[src/rtl/sample_ring.sv]
module sample_ring #(
  parameter int DEPTH = 64,
  parameter int WIDTH = 16
) (
  input  logic                         clk,
  input  logic                         rst_n,
  input  logic                         clear,
  input  logic                         wr_en,
  input  logic [WIDTH-1:0]             wr_data,
  input  logic                         rd_pop,
  output logic [WIDTH-1:0]             rd_data,
  output logic                         empty,
  input  logic                         cfg_we,
  input  logic [$clog2(DEPTH+1)-1:0]   cfg_level,
  output logic                         cfg_err,
  output logic [$clog2(DEPTH+1)-1:0]   count,
  output logic                         ready,
  output logic                         overflow
);
  localparam int AW = $clog2(DEPTH);
  localparam int CW = $clog2(DEPTH + 1);
  localparam logic [AW-1:0] LAST = AW'(DEPTH - 1);
  localparam logic [CW-1:0] FULL = CW'(DEPTH);

  logic [WIDTH-1:0] mem [DEPTH];
  logic [AW-1:0]    wr_ptr, rd_ptr;
  logic [CW-1:0]    trig;

  wire do_pop    = rd_pop && (count != '0);
  wire drop      = wr_en && (count == FULL) && !do_pop;
  wire adv_rd    = do_pop || drop;
  wire level_bad = (cfg_level == '0) || (cfg_level > FULL);

  assign rd_data = mem[rd_ptr];
  assign empty   = (count == '0);
  assign ready   = (count >= trig);

  always_ff @(posedge clk) begin
    if (wr_en && !clear) mem[wr_ptr] <= wr_data;
  end

  always_ff @(posedge clk or negedge rst_n) begin
    if (!rst_n) begin
      wr_ptr   <= '0;
      rd_ptr   <= '0;
      count    <= '0;
      trig     <= CW'(1);
      overflow <= 1'b0;
      cfg_err  <= 1'b0;
    end else begin
      cfg_err <= cfg_we && level_bad;
      if (clear) begin
        wr_ptr   <= '0;
        rd_ptr   <= '0;
        count    <= '0;
        trig     <= CW'(1);
        overflow <= 1'b0;
      end else begin
        overflow <= drop;
        if (cfg_we && !level_bad) trig <= cfg_level;
        if (wr_en)  wr_ptr <= (wr_ptr == LAST) ? '0 : wr_ptr + 1'b1;
        if (adv_rd) rd_ptr <= (rd_ptr == LAST) ? '0 : rd_ptr + 1'b1;
        if (wr_en && !do_pop && !drop) count <= count + 1'b1;
        else if (!wr_en && do_pop)     count <= count - 1'b1;
      end
    end
  end
endmodule

[config.mk]
export PLATFORM = sky130hd
export DESIGN_NAME = sample_ring
export DESIGN_NICKNAME = d
export VERILOG_FILES = /design/src/rtl/sample_ring.sv
export SDC_FILE = /design/constraint.sdc
export NUM_CORES = 1
export LEC_CHECK = 0
export BUFFER_PORTS_ARGS = -buffer_cell sky130_fd_sc_hd__buf_4
export CORE_ASPECT_RATIO = 0.9
export CORE_MARGIN = 1
export CORE_UTILIZATION = 40
export DETAILED_ROUTE_END_ITERATION = 6
export GPL_TIMING_DRIVEN = 0
export SETUP_SLACK_MARGIN = 0.2
export SLEW_MARGIN = 15
export SYNTH_ARGS = -nofsm -noshare
export SYNTH_HDL_FRONTEND = slang
export SYNTH_SLANG_ARGS = --single-unit
[constraint.sdc]
create_clock -name clk -period 8.1 [get_ports clk]
set_clock_uncertainty 0.1 [all_clocks]
set_input_delay 0.81 -clock clk [delete_from_list [all_inputs] [get_ports clk]]
set_output_delay 0.81 -clock clk [all_outputs]
set_load 0.01 [all_outputs]
; Word level (Yosys, flattened, before mapping)
; Memories as Yosys holds them, arrays and structs flattened.
; Cells that the tools add are included.
; Widths: inputs -> output; s select.
[word_totals]
register_bits = 28
ram_bits = 1024
input_bits = 29
out_inout_bits = 27
elab_cells = 53
n_memories = 1
[memory_table]
columns = name, words, word_bits, read_ports, rd_clocked_by_memory_dff, wr, line_no
row1 = mem, 64, 16, 1, 0, 1, 25  ; logic [WIDTH-1:0] mem [DEPTH];
[classes]
addsub = 4
magnitude_cmp = 2
eq_ne = 3
n_mux = 14
n_reduce_logical = 23
[ops]
columns = operator, count
row1 = $mux 6, 6
row2 = $mux 7, 5
row3 = $logic_not 7->1, 2
row4 = $add 6x1->6 const B, 2
row5 = $eq 6x6->1 const B, 2
row6 = $logic_and 1x1->1, 9
row7 = $add 7x1->7 const B, 1
row8 = $eq 7x7->1 const B, 1
row9 = $ge 7x7->1, 1
row10 = $gt 7x7->1 const B, 1
row11 = $reduce_bool 7->1, 1
row12 = $sub 7x1->7 const B, 1
row13 = $reduce_bool 2->1, 3
row14 = $logic_not 1->1, 5
row15 = $mux 1, 3
row16 = $reduce_bool 3->1, 1
row17 = $logic_or 1x1->1, 2

; Depth between registers and ports, before layout
; Gate-level depths: netlist of run 1.
[depth]
depth_word = 8
depth_mapped = 12
mapped_depth_nobuf = 11

; Worst setup path after synthesis of run 1
; No wires, ideal clock.
[synth_path]
path_type = input-to-reg
startpoint = input wr_en
endpoint = memory mem[48][0] (enable)
setup_time_ns = 0.409
arrival_time_ns = 2.839
t_required_ns = 7.591
path_slack_ns = 4.751
cell_stages = 5
n_path_buf = 1
path_cell_list = clkbuf_1 > nor2b_1 > nand4b_1 > or2_2 > nor3_1
[synth_via]
elab_chain_len = 3
[synth_rtl]
columns = element, line_no
row1 = from (decl), 8  ; input logic wr_en,
row2 = $logic_and 1x1->1, 39  ; if (wr_en && !clear) mem[wr_ptr] <= wr_data;
row3 = $mux 1, 39
row4 = $mux 1 (not written as such), 39
row5 = to (decl), 25
; Every way passes these cells.

; Final worst setup path of run 1
[layout_path]
startpoint = register rd_ptr[1]
endpoint = output rd_data[4]
[layout_via]
elab_chain_len = 1
[layout_rtl]
columns = element, line_no
row1 = from (decl), 26  ; logic [AW-1:0] wr_ptr, rd_ptr;
row2 = from (signal assigned), 62  ; if (adv_rd) rd_ptr <= (rd_ptr == LAST) ? '0 : rd_ptr + 1'b1;
row3 = $mem_v2 64x16, n/a
row4 = to (decl), 11  ; output logic [WIDTH-1:0] rd_data,
; Every way passes these cells.

==> flow_summary_export.csv, run 1 <==
group,metric,value,unit
route,postRouteWirelength,101500,µm
sta,fin_setup_tns,0,ns
clock_tree,ctsLongestPathBuffers,3,
yosys,synth.top_cell.area_share,75.65,%
yosys,synth.most_common_cell,"sky130_fd_sc_hd__edfxtp_1",
worst_setup_path,cpMaxStageDelayCell,"sky130_fd_sc_hd__buf_1",
worst_setup_path,cp-end-kind,"primary output",
yosys,ys_seq_elements,1052,
floorplanning,core,100300,µm²
outcome,status,"completed",
floorplanning,floorplan.initialDensity,40.51,%
sta,timing.final.max_slew_violations,0,
sta,finalHoldViolCount,0,
floorplanning,die_height,304.4,µm
clock_tree,cts_root_buffer,"sky130_fd_sc_hd__clkbuf_16",
route,dr.pass1.iters,6,
yosys,yosys-top-cells-area,"sky130_fd_sc_hd__edfxtp_1 (76%), sky130_fd_sc_hd__mux4_2 (14%), sky130_fd_sc_hd__dfrtp_1 (1.7%)",
power_and_ir_drop,vdd_drop_max,0.1689,mV
cells_and_area,layout-area-overhead-vs-synth,16.54,%
clock_tree,tritoncts.num_buffers,104,
power_and_ir_drop,power.density_cell_area,274.7,nW/µm²
placement,place_congestion,0.8632,
worst_setup_path,worst_ep_required_time,7.19,ns
grt,grt.total_usage,20.02,%
route,routed-via-count,20450,
yosys,ys_warn_count,0,
floorplanning,die_area,102900,µm²
worst_setup_path,setup.worst_path.end,"rd_data[4]",
power_and_ir_drop,static-leakage-power,14.85,nW
worst_setup_path,r2r_cells,11,
route,final_antenna_net_count,0,
yosys,yosys_most_used_dff,"sky130_fd_sc_hd__edfxtp_1",
route,wl_per_cell,28.54,µm
cells_and_area,fillers,8127,
route,drc,0,
job,cap_viol_max_count,0,
route,drt_iter0_markers,2497,
yosys,synth_enable_flop_cells,1024,
grt,grt_pass1_wl,146200,µm
worst_setup_path,rrSetupSlack,4.82,ns
worst_setup_path,start_kind,"flip-flop",
sta,min_period,5.518,ns
clock_tree,h_tree_levels,3,
worst_setup_path,r2r-end,"count[6]",
floorplanning,design.portCount,56,
yosys,syn_avg_cell_area,21.45,µm²
hold_path,hold_path_class,"input pin to flip-flop",
worst_setup_path,cp_data_arrival_time,4.61,ns
floorplanning,placement_rows,110,
sta,rsz0062_at_grt,"no",
yosys,post_synth_num_cell_types,50,
worst_setup_path,worstSetupPathType,"flip-flop to primary output",
worst_setup_path,ordered_list_of_cells_on_the_worst_path,"clkbuf_1 > buf_1 > mux4_2 > a22oi_1 > nand2_1 > a22oi_1 > o221ai_1 > buf_4",
sta,worst_pin_slew,1.164,ns
worst_setup_path,path_max_fanout,10,
clock_tree,worstSkewPairLatency,0.65,ns
yosys,netlist_instances,1895,
clock_tree,clock_tree_from_tritoncts,"done",
sta,setup_viol_count_final,0,
route,vias_per_cell,5.751,
worst_setup_path,crit_path_max_incr_delay,0.78,ns
floorplanning,fp.dieW,338.0,µm
yosys,syn-num-nets,1940,
sta,max_clock_freq,181.2,MHz
placement,place_hpwl,68140,µm
grt,number_of_global_route_vias_before_repair,20520,
worst_setup_path,r2r-start,"count[1]",
yosys,synth_commonest_cells,"sky130_fd_sc_hd__edfxtp_1 (1,024), sky130_fd_sc_hd__mux4_2 (250), sky130_fd_sc_hd__nor2_1 (95), sky130_fd_sc_hd__a22oi_1 (87), sky130_fd_sc_hd__nand2_1 (69)",
grt,grt_start_max_net_pins,65,
grt,gr-total-overflow,0,
cells_and_area,post_route_cells_drive_above_1_share,28.58,%
worst_setup_path,path_common_cell,"sky130_fd_sc_hd__a22oi_1",
sta,timing.final.crit_share,68.13,%
grt,number_of_antenna_violations_at_the_first_check_in_global_routing,0,
placement,place.port_buffers,54,
yosys,ys_seq_area_share,77.38,%
yosys,synth_largest_area_cell,"sky130_fd_sc_hd__edfxtp_1",
yosys,synth_async_sr_flop_share,2.662,%
clock_tree,clk_pin_slew_worst_paths,0.06,ns
cells_and_area,design.final.nets,2167,
yosys,synth_area,40650,µm²
worst_setup_path,worstSetupStartpoint,"rd_ptr[1]",
sta,maxSlewHeadroom,22.42,%
clock_tree,tritoncts_num_sinks,1052,
power_and_ir_drop,power.total,13.01,mW
## kinds of logic (layout without fill, tap and decap cells)
logic type	after synthesis	count (layout)	share of synthesized area [%]
fa+ha+maj	16	16	0.5110
simple gates	215	215	2.324
xor+xnor	10	10	0.2155
mux	270	270	14.35
buf+inv	117	433	1.339
compound gates	215	215	3.885
flops	1052	1052	77.38
other cells	0	1	0
## flip-flops by register name, indices dropped and copies added (netlist names)
signal    flops
trig          7
wr_ptr        6
overflow      1
cfg_err       1
count         7
rd_ptr        6
mem        1024
## where the power goes
group,switching (mW),internal (mW)
Sequential,0.0410,6.00
Combinational,1.13,0.856
Clock,2.01,2.98
Total,3.18,9.83
## area by class of cell
cell class	count	area [µm²]	share of cell area, %
antenna	1	2.502	0.005283
buffer	104	495.5	1.046
clock buffer	129	2831	5.977
clock inverter	66	725.7	1.532
inverter	13	48.80	0.1030
multi-input combinational	726	8816	18.61
sequential	1052	31450	66.40
tap	1344	1682	3.550
timing repair buffer	121	1316	2.779
## worst max-delay path: cells and delay by family, from the launching register on
kind | cells | cell delay (ns)
compound gates | 3 | 1.34
simple gates | 1 | 0.21
buf+inv | 3 | 1.46
flops | 1 | 0.51
mux | 1 | 0.42
## placed cells by master (no fill, tap or decap), types with 9 or more instances in the layout
master	synthesis	final
sky130_fd_sc_hd__buf_1	18	18
sky130_fd_sc_hd__o221ai_1	12	12
sky130_fd_sc_hd__o21ai_0	13	13
sky130_fd_sc_hd__nor2_1	95	33
sky130_fd_sc_hd__a22o_1	24	24
sky130_fd_sc_hd__mux4_2	250	250
sky130_fd_sc_hd__nor2b_1	10	10
sky130_fd_sc_hd__buf_4	9	67
sky130_fd_sc_hd__clkbuf_1	50	66
sky130_fd_sc_hd__nand2b_1	9	9
sky130_fd_sc_hd__edfxtp_1	1024	1024
sky130_fd_sc_hd__mux2i_1	19	19
sky130_fd_sc_hd__bufinv_16	0	16
sky130_fd_sc_hd__a22oi_1	87	87
sky130_fd_sc_hd__inv_1	13	13
sky130_fd_sc_hd__buf_8	0	46
sky130_fd_sc_hd__buf_2	20	20
sky130_fd_sc_hd__dfrtp_1	27	27
sky130_fd_sc_hd__nand2_1	69	69
sky130_fd_sc_hd__clkinv_1	0	22
sky130_fd_sc_hd__clkbuf_16	0	108
sky130_fd_sc_hd__nor2_2	1	63
sky130_fd_sc_hd__a21oi_1	33	33
sky130_fd_sc_hd__a221oi_1	30	30
sky130_fd_sc_hd__ha_1	15	15
sky130_fd_sc_hd__clkinv_2	0	23
sky130_fd_sc_hd__buf_6	6	22
## worst min path at each step
stage | startpoint | endpoint | slack, ns | depth (start not counted)
after floorplan | trig[1] | trig[1] | 0.39 | 2
after global placement | trig[4] | trig[4] | 0.42 | 2
after detailed placement | trig[2] | trig[2] | 0.43 | 2
after CTS | rd_pop | overflow | 0.22 | 2
after global routing | rd_pop | overflow | 0.24 | 2
final | rd_pop | overflow | 0.26 | 2
## timing repair
| action | 4_1_cts | 5_1_grt |
|---|---|---|
| setup buffers | 0 | 0 |
| hold buffers | 1 | 0 |
| endpoints found under the hold margin | 27 | 0 |
| gates resized for setup | 0 | 0 |
## stage by stage
| stage | setup WS, ns | instance area, µm² | hold WS [ns] | util (%) | instances |
|---|---|---|---|---|---|
| CTS | 2.631 | 47370 | 0.2231 | 47.21 | 3555 |
| floorplan | 4.751 | 40650 | 0.3892 | - | 1895 |
| detailed placement | 3.337 | 43800 | 0.4315 | 43.65 | 3359 |
| finish | 2.582 | 47370 | 0.2620 | 47.21 | 3556 |
| global placement | 3.356 | 42730 | 0.4188 | 42.59 | 3293 |
| global route | 2.563 | 47370 | 0.2396 | 47.21 | 3555 |
## layer usage
| metal | up-vias | share of wire, % | global-route usage, % | wire [µm] |
|---|---|---|---|---|
| met3 | 141 | 8.3 | 4.218 | 8468 |
| met5 | - | 0 | 0 | 0 |
| met2 | 884 | 45 | 29.57 | 45870 |
| met4 | 0 | 2.7 | 5.461 | 2750 |
| li1 | 8452 | - | - | - |
| met1 | 10970 | 44 | 30.09 | 44420 |
Note: power is estimated with default switching activity, not from simulation.
==> inputs of run 2 (changes only) <==
- clock period: 8.1 -> 5.25 ns (I/O delays scaled with it)
==> flow_summary_export.csv, run 2 (synthesis gave the netlist of run 1 again) <==
group,metric,value,unit
placement,dpl-instance-area,43800,µm²
route,drc,0,
clock_tree,worstSkewPairLatency,0.66,ns
power_and_ir_drop,static-leakage-power,14.89,nW
route,dr.pass1.iters,5,
route,wl_per_cell,28.56,µm
grt,number_of_antenna_violations_at_the_first_check_in_global_routing,0,
clock_tree,clk_pin_slew_worst_paths,0.06,ns
clock_tree,clock_tree_from_tritoncts,"done",
sta,worst_pin_slew,1.162,ns
power_and_ir_drop,vdd_drop_max,0.2604,mV
floorplanning,die_area,102900,µm²
worst_setup_path,ordered_list_of_cells_on_the_worst_path,"buf_2 > clkdlybuf4s15_1 > mux4_2 > a22oi_1 > nand2_1 > a22oi_1 > o221ai_1 > buf_4",
grt,gr-total-overflow,0,
route,routed-via-count,20500,
worst_setup_path,worst_ep_required_time,4.62,ns
worst_setup_path,crit_path_max_incr_delay,0.78,ns
cells_and_area,mostFrequentLayoutCells,"sky130_fd_sc_hd__edfxtp_1 (1,024), sky130_fd_sc_hd__mux4_2 (250), sky130_fd_sc_hd__clkbuf_16 (108)",
worst_setup_path,cp_data_arrival_time,4.45,ns
placement,place.port_buffers,54,
sta,max_clock_freq,197.0,MHz
sta,setup_viol_count_final,0,
floorplanning,placement_rows,110,
floorplanning,core,100300,µm²
job,cap_viol_max_count,0,
sta,timing.final.crit_share,96.69,%
clock_tree,ctsLongestPathBuffers,3,
floorplanning,fp.dieW,338.0,µm
grt,grt_pass1_wl,146400,µm
cells_and_area,layout-area-overhead-vs-synth,16.74,%
placement,place_congestion,0.8632,
cells_and_area,layout.cell_area.non_filler,47450,µm²
cells_and_area,design.final.nets,2172,
hold_path,hold_path_class,"input pin to flip-flop",
worst_setup_path,path_common_cell,"sky130_fd_sc_hd__a22oi_1",
sta,finalHoldViolCount,0,
clock_tree,tritoncts.num_buffers,104,
cells_and_area,mostFrequentLayoutCell,"sky130_fd_sc_hd__edfxtp_1",
clock_tree,h_tree_levels,3,
grt,grt_start_max_net_pins,65,
floorplanning,floorplan.initialDensity,40.51,%
worst_setup_path,path_delay_family,"buffers and inverters",
sta,maxSlewHeadroom,22.51,%
route,postRouteWirelength,101700,µm
cells_and_area,post_route_cells_drive_above_1_share,28.79,%
sta,worst_hold_margin,0.03545,ns
worst_setup_path,path_max_fanout,10,
grt,number_of_global_route_vias_before_repair,20540,
sta,timing.final.max_slew_violations,0,
worst_setup_path,cpMaxStageDelayCell,"sky130_fd_sc_hd__clkdlybuf4s15_1",
cells_and_area,largest_register_ff_count,1024,
worst_setup_path,worstSetupPathType,"flip-flop to primary output",
sta,rsz0062_at_grt,"no",
worst_setup_path,start_kind,"flip-flop",
cells_and_area,largestRegisters,"mem (1024), count (7), trig (7)",
cells_and_area,finalNonFillerCells,3561,
sta,fin_setup_tns,0,ns
placement,post-place-cells,3359,
power_and_ir_drop,power.density_cell_area,423.2,nW/µm²
floorplanning,design.portCount,56,
clock_tree,cts_root_buffer,"sky130_fd_sc_hd__clkbuf_16",
clock_tree,tritoncts_num_sinks,1052,
grt,grt.total_usage,20.04,%
power_and_ir_drop,power.total,20.08,mW
worst_setup_path,cp-end-kind,"primary output",
sta,min_period,5.076,ns
route,final_antenna_net_count,0,
outcome,status,"completed",
route,drt_iter0_markers,2637,
worst_setup_path,critical_path_buf_inv_count,3,
floorplanning,die_height,304.4,µm
cells_and_area,largest-register,"mem",
placement,place_hpwl,68140,µm
route,vias_per_cell,5.756,
[run 2: final timing paths]
check	startpoint	endpoint	slack, ns	cells after the start
setup / recovery	rd_ptr[1]	rd_data[5]	0.17	8
hold / removal	cfg_level[5]	trig[5]	0.04	3
setup reg to reg	count[1]	count[6]	1.99	11
hold reg to reg	trig[2]	trig[2]	0.44	2
max in group asynchronous	rst_n	trig[0]	4.48	2
min in group asynchronous	rst_n	trig[4]	0.24	2
[run 2: area by class of cell]
cell class | count | area (µm²)
Fill cell | 8127 | 52880
Clock buffer | 129 | 2831
Timing Repair Buffer | 126 | 1366
Tap cell | 1344 | 1682
Sequential cell | 1052 | 31450
Buffer | 104 | 528.0
Multi-Input combinational cell | 726 | 8816
Clock inverter | 66 | 725.7
Inverter | 13 | 48.80
Antenna cell | 1 | 2.502
[run 2: worst register-to-register path, cell delays in order (launching register included)]
cell and delay, ns:
sky130_fd_sc_hd__dfrtp_1 0.47, sky130_fd_sc_hd__nor4_4 0.44, sky130_fd_sc_hd__and3_1 0.21, sky130_fd_sc_hd__clkbuf_2 0.20, sky130_fd_sc_hd__o21a_1 0.23, sky130_fd_sc_hd__inv_1 0.15
sky130_fd_sc_hd__ha_1 0.33, sky130_fd_sc_hd__nor2b_1 0.16, sky130_fd_sc_hd__o31ai_1 0.30, sky130_fd_sc_hd__a21oi_1 0.15, sky130_fd_sc_hd__xnor2_1 0.17, sky130_fd_sc_hd__o311ai_1 0.24
[run 2: per-stage QoR]
stage,utilization (%),setup WS (ns)
3_5_place_dp,43.65,0.7716
6_report,47.29,0.1737
4_1_cts,47.28,0.2147
3_3_place_gp,42.59,0.7914
2_1_floorplan,-,2.186
5_1_grt,47.29,0.2118
[run 2: power breakdown]
| group | leakage (nW) | switching (mW) | total (mW) | internal (mW) |
|---|---|---|---|---|
| registers | 9.58 | 0.0636 | 9.32 | 9.25 |
| clock network | 1.75 | 3.08 | 7.68 | 4.60 |
| logic | 3.56 | 1.75 | 3.08 | 1.33 |
| total | 14.9 | 4.90 | 20.1 | 15.2 |
[run 2: routing by layer]
| layer | wire length [µm] | track usage, % | part of all wire [%] | vias to the layer above |
|---|---|---|---|---|
| met1 | 44190 | 30.17 | 43 | 10970 |
| met5 | 0 | 0 | 0 | - |
| met2 | 46130 | 29.58 | 45 | 942 |
| met3 | 8841 | 4.206 | 8.7 | 129 |
| met4 | 2553 | 5.419 | 2.5 | 0 |
| li1 | - | - | - | 8461 |
[run 2: what timing repair did]
item,in CTS,in global routing
endpoints found under the hold margin,33,0
hold buffers,6,0
resized for setup,7,5
setup endpoints to repair,7,3
buffers inserted,0,0
==> inputs of run 3 (changes only) <==
- CORE_UTILIZATION: 40 -> 30
==> flow_summary_export.csv, run 3 (synthesis gave the netlist of run 1 again) <==
group,metric,value,unit
outcome,status,"completed",
sta,max_clock_freq,202.3,MHz
power_and_ir_drop,power.density_cell_area,414.5,nW/µm²
clock_tree,clock_tree_from_tritoncts,"done",
sta,worst_hold_margin,0.03971,ns
sta,finalHoldViolCount,0,
grt,number_of_antenna_violations_at_the_first_check_in_global_routing,2,
sta,rsz0062_at_grt,"no",
grt,grt.total_usage,14.91,%
clock_tree,ctsLongestPathBuffers,3,
route,dr.pass1.iters,6,
floorplanning,die_area,137000,µm²
sta,fin_setup_tns,0,ns
hold_path,hold_path_class,"input pin to flip-flop",
worst_setup_path,worst_ep_required_time,4.62,ns
worst_setup_path,start_kind,"flip-flop",
placement,place_congestion,0.8699,
worst_setup_path,path_delay_family,"compound AO/OA/AOI/OAI gates",
sta,min_period,4.943,ns
sta,setup_ws_post_layout,0.3067,ns
route,drc,0,
worst_setup_path,critical_path_buf_inv_count,3,
cells_and_area,largest_register_ff_count,1024,
route,final_antenna_net_count,0,
route,routed-via-count,20530,
cells_and_area,mostFrequentLayoutCell,"sky130_fd_sc_hd__edfxtp_1",
route,wl_per_cell,25.60,µm
cells_and_area,final_util,35.84,%
cells_and_area,fillers,12260,
cells_and_area,post_route_cells_drive_above_1_share,28.12,%
sta,timing.final.crit_share,94.16,%
grt,gr-total-overflow,0,
worst_setup_path,worstSetupPathType,"flip-flop to primary output",
placement,place.port_buffers,54,
clock_tree,worstSkewPairLatency,0.68,ns
power_and_ir_drop,power.total,19.87,mW
grt,grt_start_max_net_pins,65,
clock_tree,cts_root_buffer,"sky130_fd_sc_hd__clkbuf_16",
floorplanning,die_height,351.2,µm
route,postRouteWirelength,103100,µm
clock_tree,postCtsSetupRepairBufs,0,
sta,timing.final.max_slew_violations,0,
worst_setup_path,crit_path_max_incr_delay,0.64,ns
clock_tree,clk_pin_slew_worst_paths,0.06,ns
placement,dpl-instance-area,44400,µm²
clock_tree,tritoncts.num_buffers,106,
worst_setup_path,ordered_list_of_cells_on_the_worst_path,"buf_2 > buf_1 > mux4_2 > a22oi_1 > nand2_1 > a22oi_1 > o221ai_1 > buf_4",
cells_and_area,largest-register,"mem",
cells_and_area,finalNonFillerCells,4026,
sta,setup_viol_count_final,0,
floorplanning,floorplan.initialDensity,30.38,%
placement,place_hpwl,69090,µm
worst_setup_path,cpMaxStageDelayCell,"sky130_fd_sc_hd__a22oi_1",
cells_and_area,layout.cell_area.non_filler,47950,µm²
cells_and_area,mostFrequentLayoutCells,"sky130_fd_sc_hd__edfxtp_1 (1,024), sky130_fd_sc_hd__mux4_2 (250), sky130_fd_sc_hd__clkbuf_16 (106)",
power_and_ir_drop,static-leakage-power,14.81,nW
grt,number_of_global_route_vias_before_repair,20930,
floorplanning,design.portCount,56,
worst_setup_path,path_max_fanout,10,
route,vias_per_cell,5.098,
placement,post-place-cells,3819,
cells_and_area,design.final.nets,2174,
route,drt_iter0_markers,2427,
sta,worst_pin_slew,1.180,ns
cells_and_area,largestRegisters,"mem (1024), count (7), trig (7)",
grt,grt_pass1_wl,148000,µm
clock_tree,tritoncts_num_sinks,1052,
sta,maxSlewHeadroom,21.34,%
floorplanning,fp.dieW,390,µm
worst_setup_path,cp-end-kind,"primary output",
cells_and_area,layout-area-overhead-vs-synth,17.96,%
worst_setup_path,path_common_cell,"sky130_fd_sc_hd__a22oi_1",
floorplanning,core,133800,µm²
worst_setup_path,cp_data_arrival_time,4.32,ns
floorplanning,placement_rows,127,
clock_tree,h_tree_levels,3,
placement,preCtsSetupSlack,0.6157,ns
power_and_ir_drop,vdd_drop_max,0.2706,mV
job,cap_viol_max_count,0,
==> run 3: final timing paths <==
| path | cells after the start | from | end | slack [ns] |
|---|---|---|---|---|
| setup / recovery | 8 | rd_ptr[1] | rd_data[4] | 0.31 |
| max in group asynchronous | 2 | rst_n | trig[0] | 4.50 |
| hold reg to reg | 2 | trig[4] | trig[4] | 0.44 |
| min in group asynchronous | 2 | rst_n | count[0] | 0.22 |
| hold / removal | 3 | cfg_level[1] | trig[1] | 0.04 |
| setup reg to reg | 12 | count[1] | count[5] | 1.98 |
==> run 3: metal layers <==
layer	track usage, %	vias to the layer above	share of wire, %
li1	-	8458	-
met1	20.84	11000	42
met2	23.65	929	47
met3	2.855	138	9.0
met4	4.314	4	2.4
met5	0	-	0.026
==> run 3: report_power, final <==
group	internal (mW)	leakage (nW)	total, mW	switching [mW]
Clock	4.37	1.65	7.48	3.11
Combinational	1.33	3.57	3.08	1.75
Sequential	9.25	9.58	9.31	0.0594
==> run 3: timing repair <==
item,CTS,global route
endpoints found under the hold margin,35,0
hold buffers,8,0
endpoints found under the setup margin,11,5
gates resized for setup,11,4
==> run 3: final cells by class <==
| cell class | instances | area (µm²) | area share (%) |
|---|---|---|---|
| clock buffer | 139 | 2786 | 5.811 |
| inverter | 13 | 48.80 | 0.1018 |
| antenna | 1 | 2.502 | 0.005219 |
| multi-input combinational | 726 | 8816 | 18.39 |
| tap | 1806 | 2260 | 4.713 |
| buffer | 104 | 531.8 | 1.109 |
| clock inverter | 59 | 645.6 | 1.347 |
| timing repair buffer | 126 | 1405 | 2.931 |
| sequential | 1052 | 31450 | 65.60 |
==> run 3: worst min-delay path: stages <==
cell,delay [ns]
sky130_fd_sc_hd__buf_4,0.09
sky130_fd_sc_hd__mux2i_1,0.06
sky130_fd_sc_hd__nor2_1,0.10
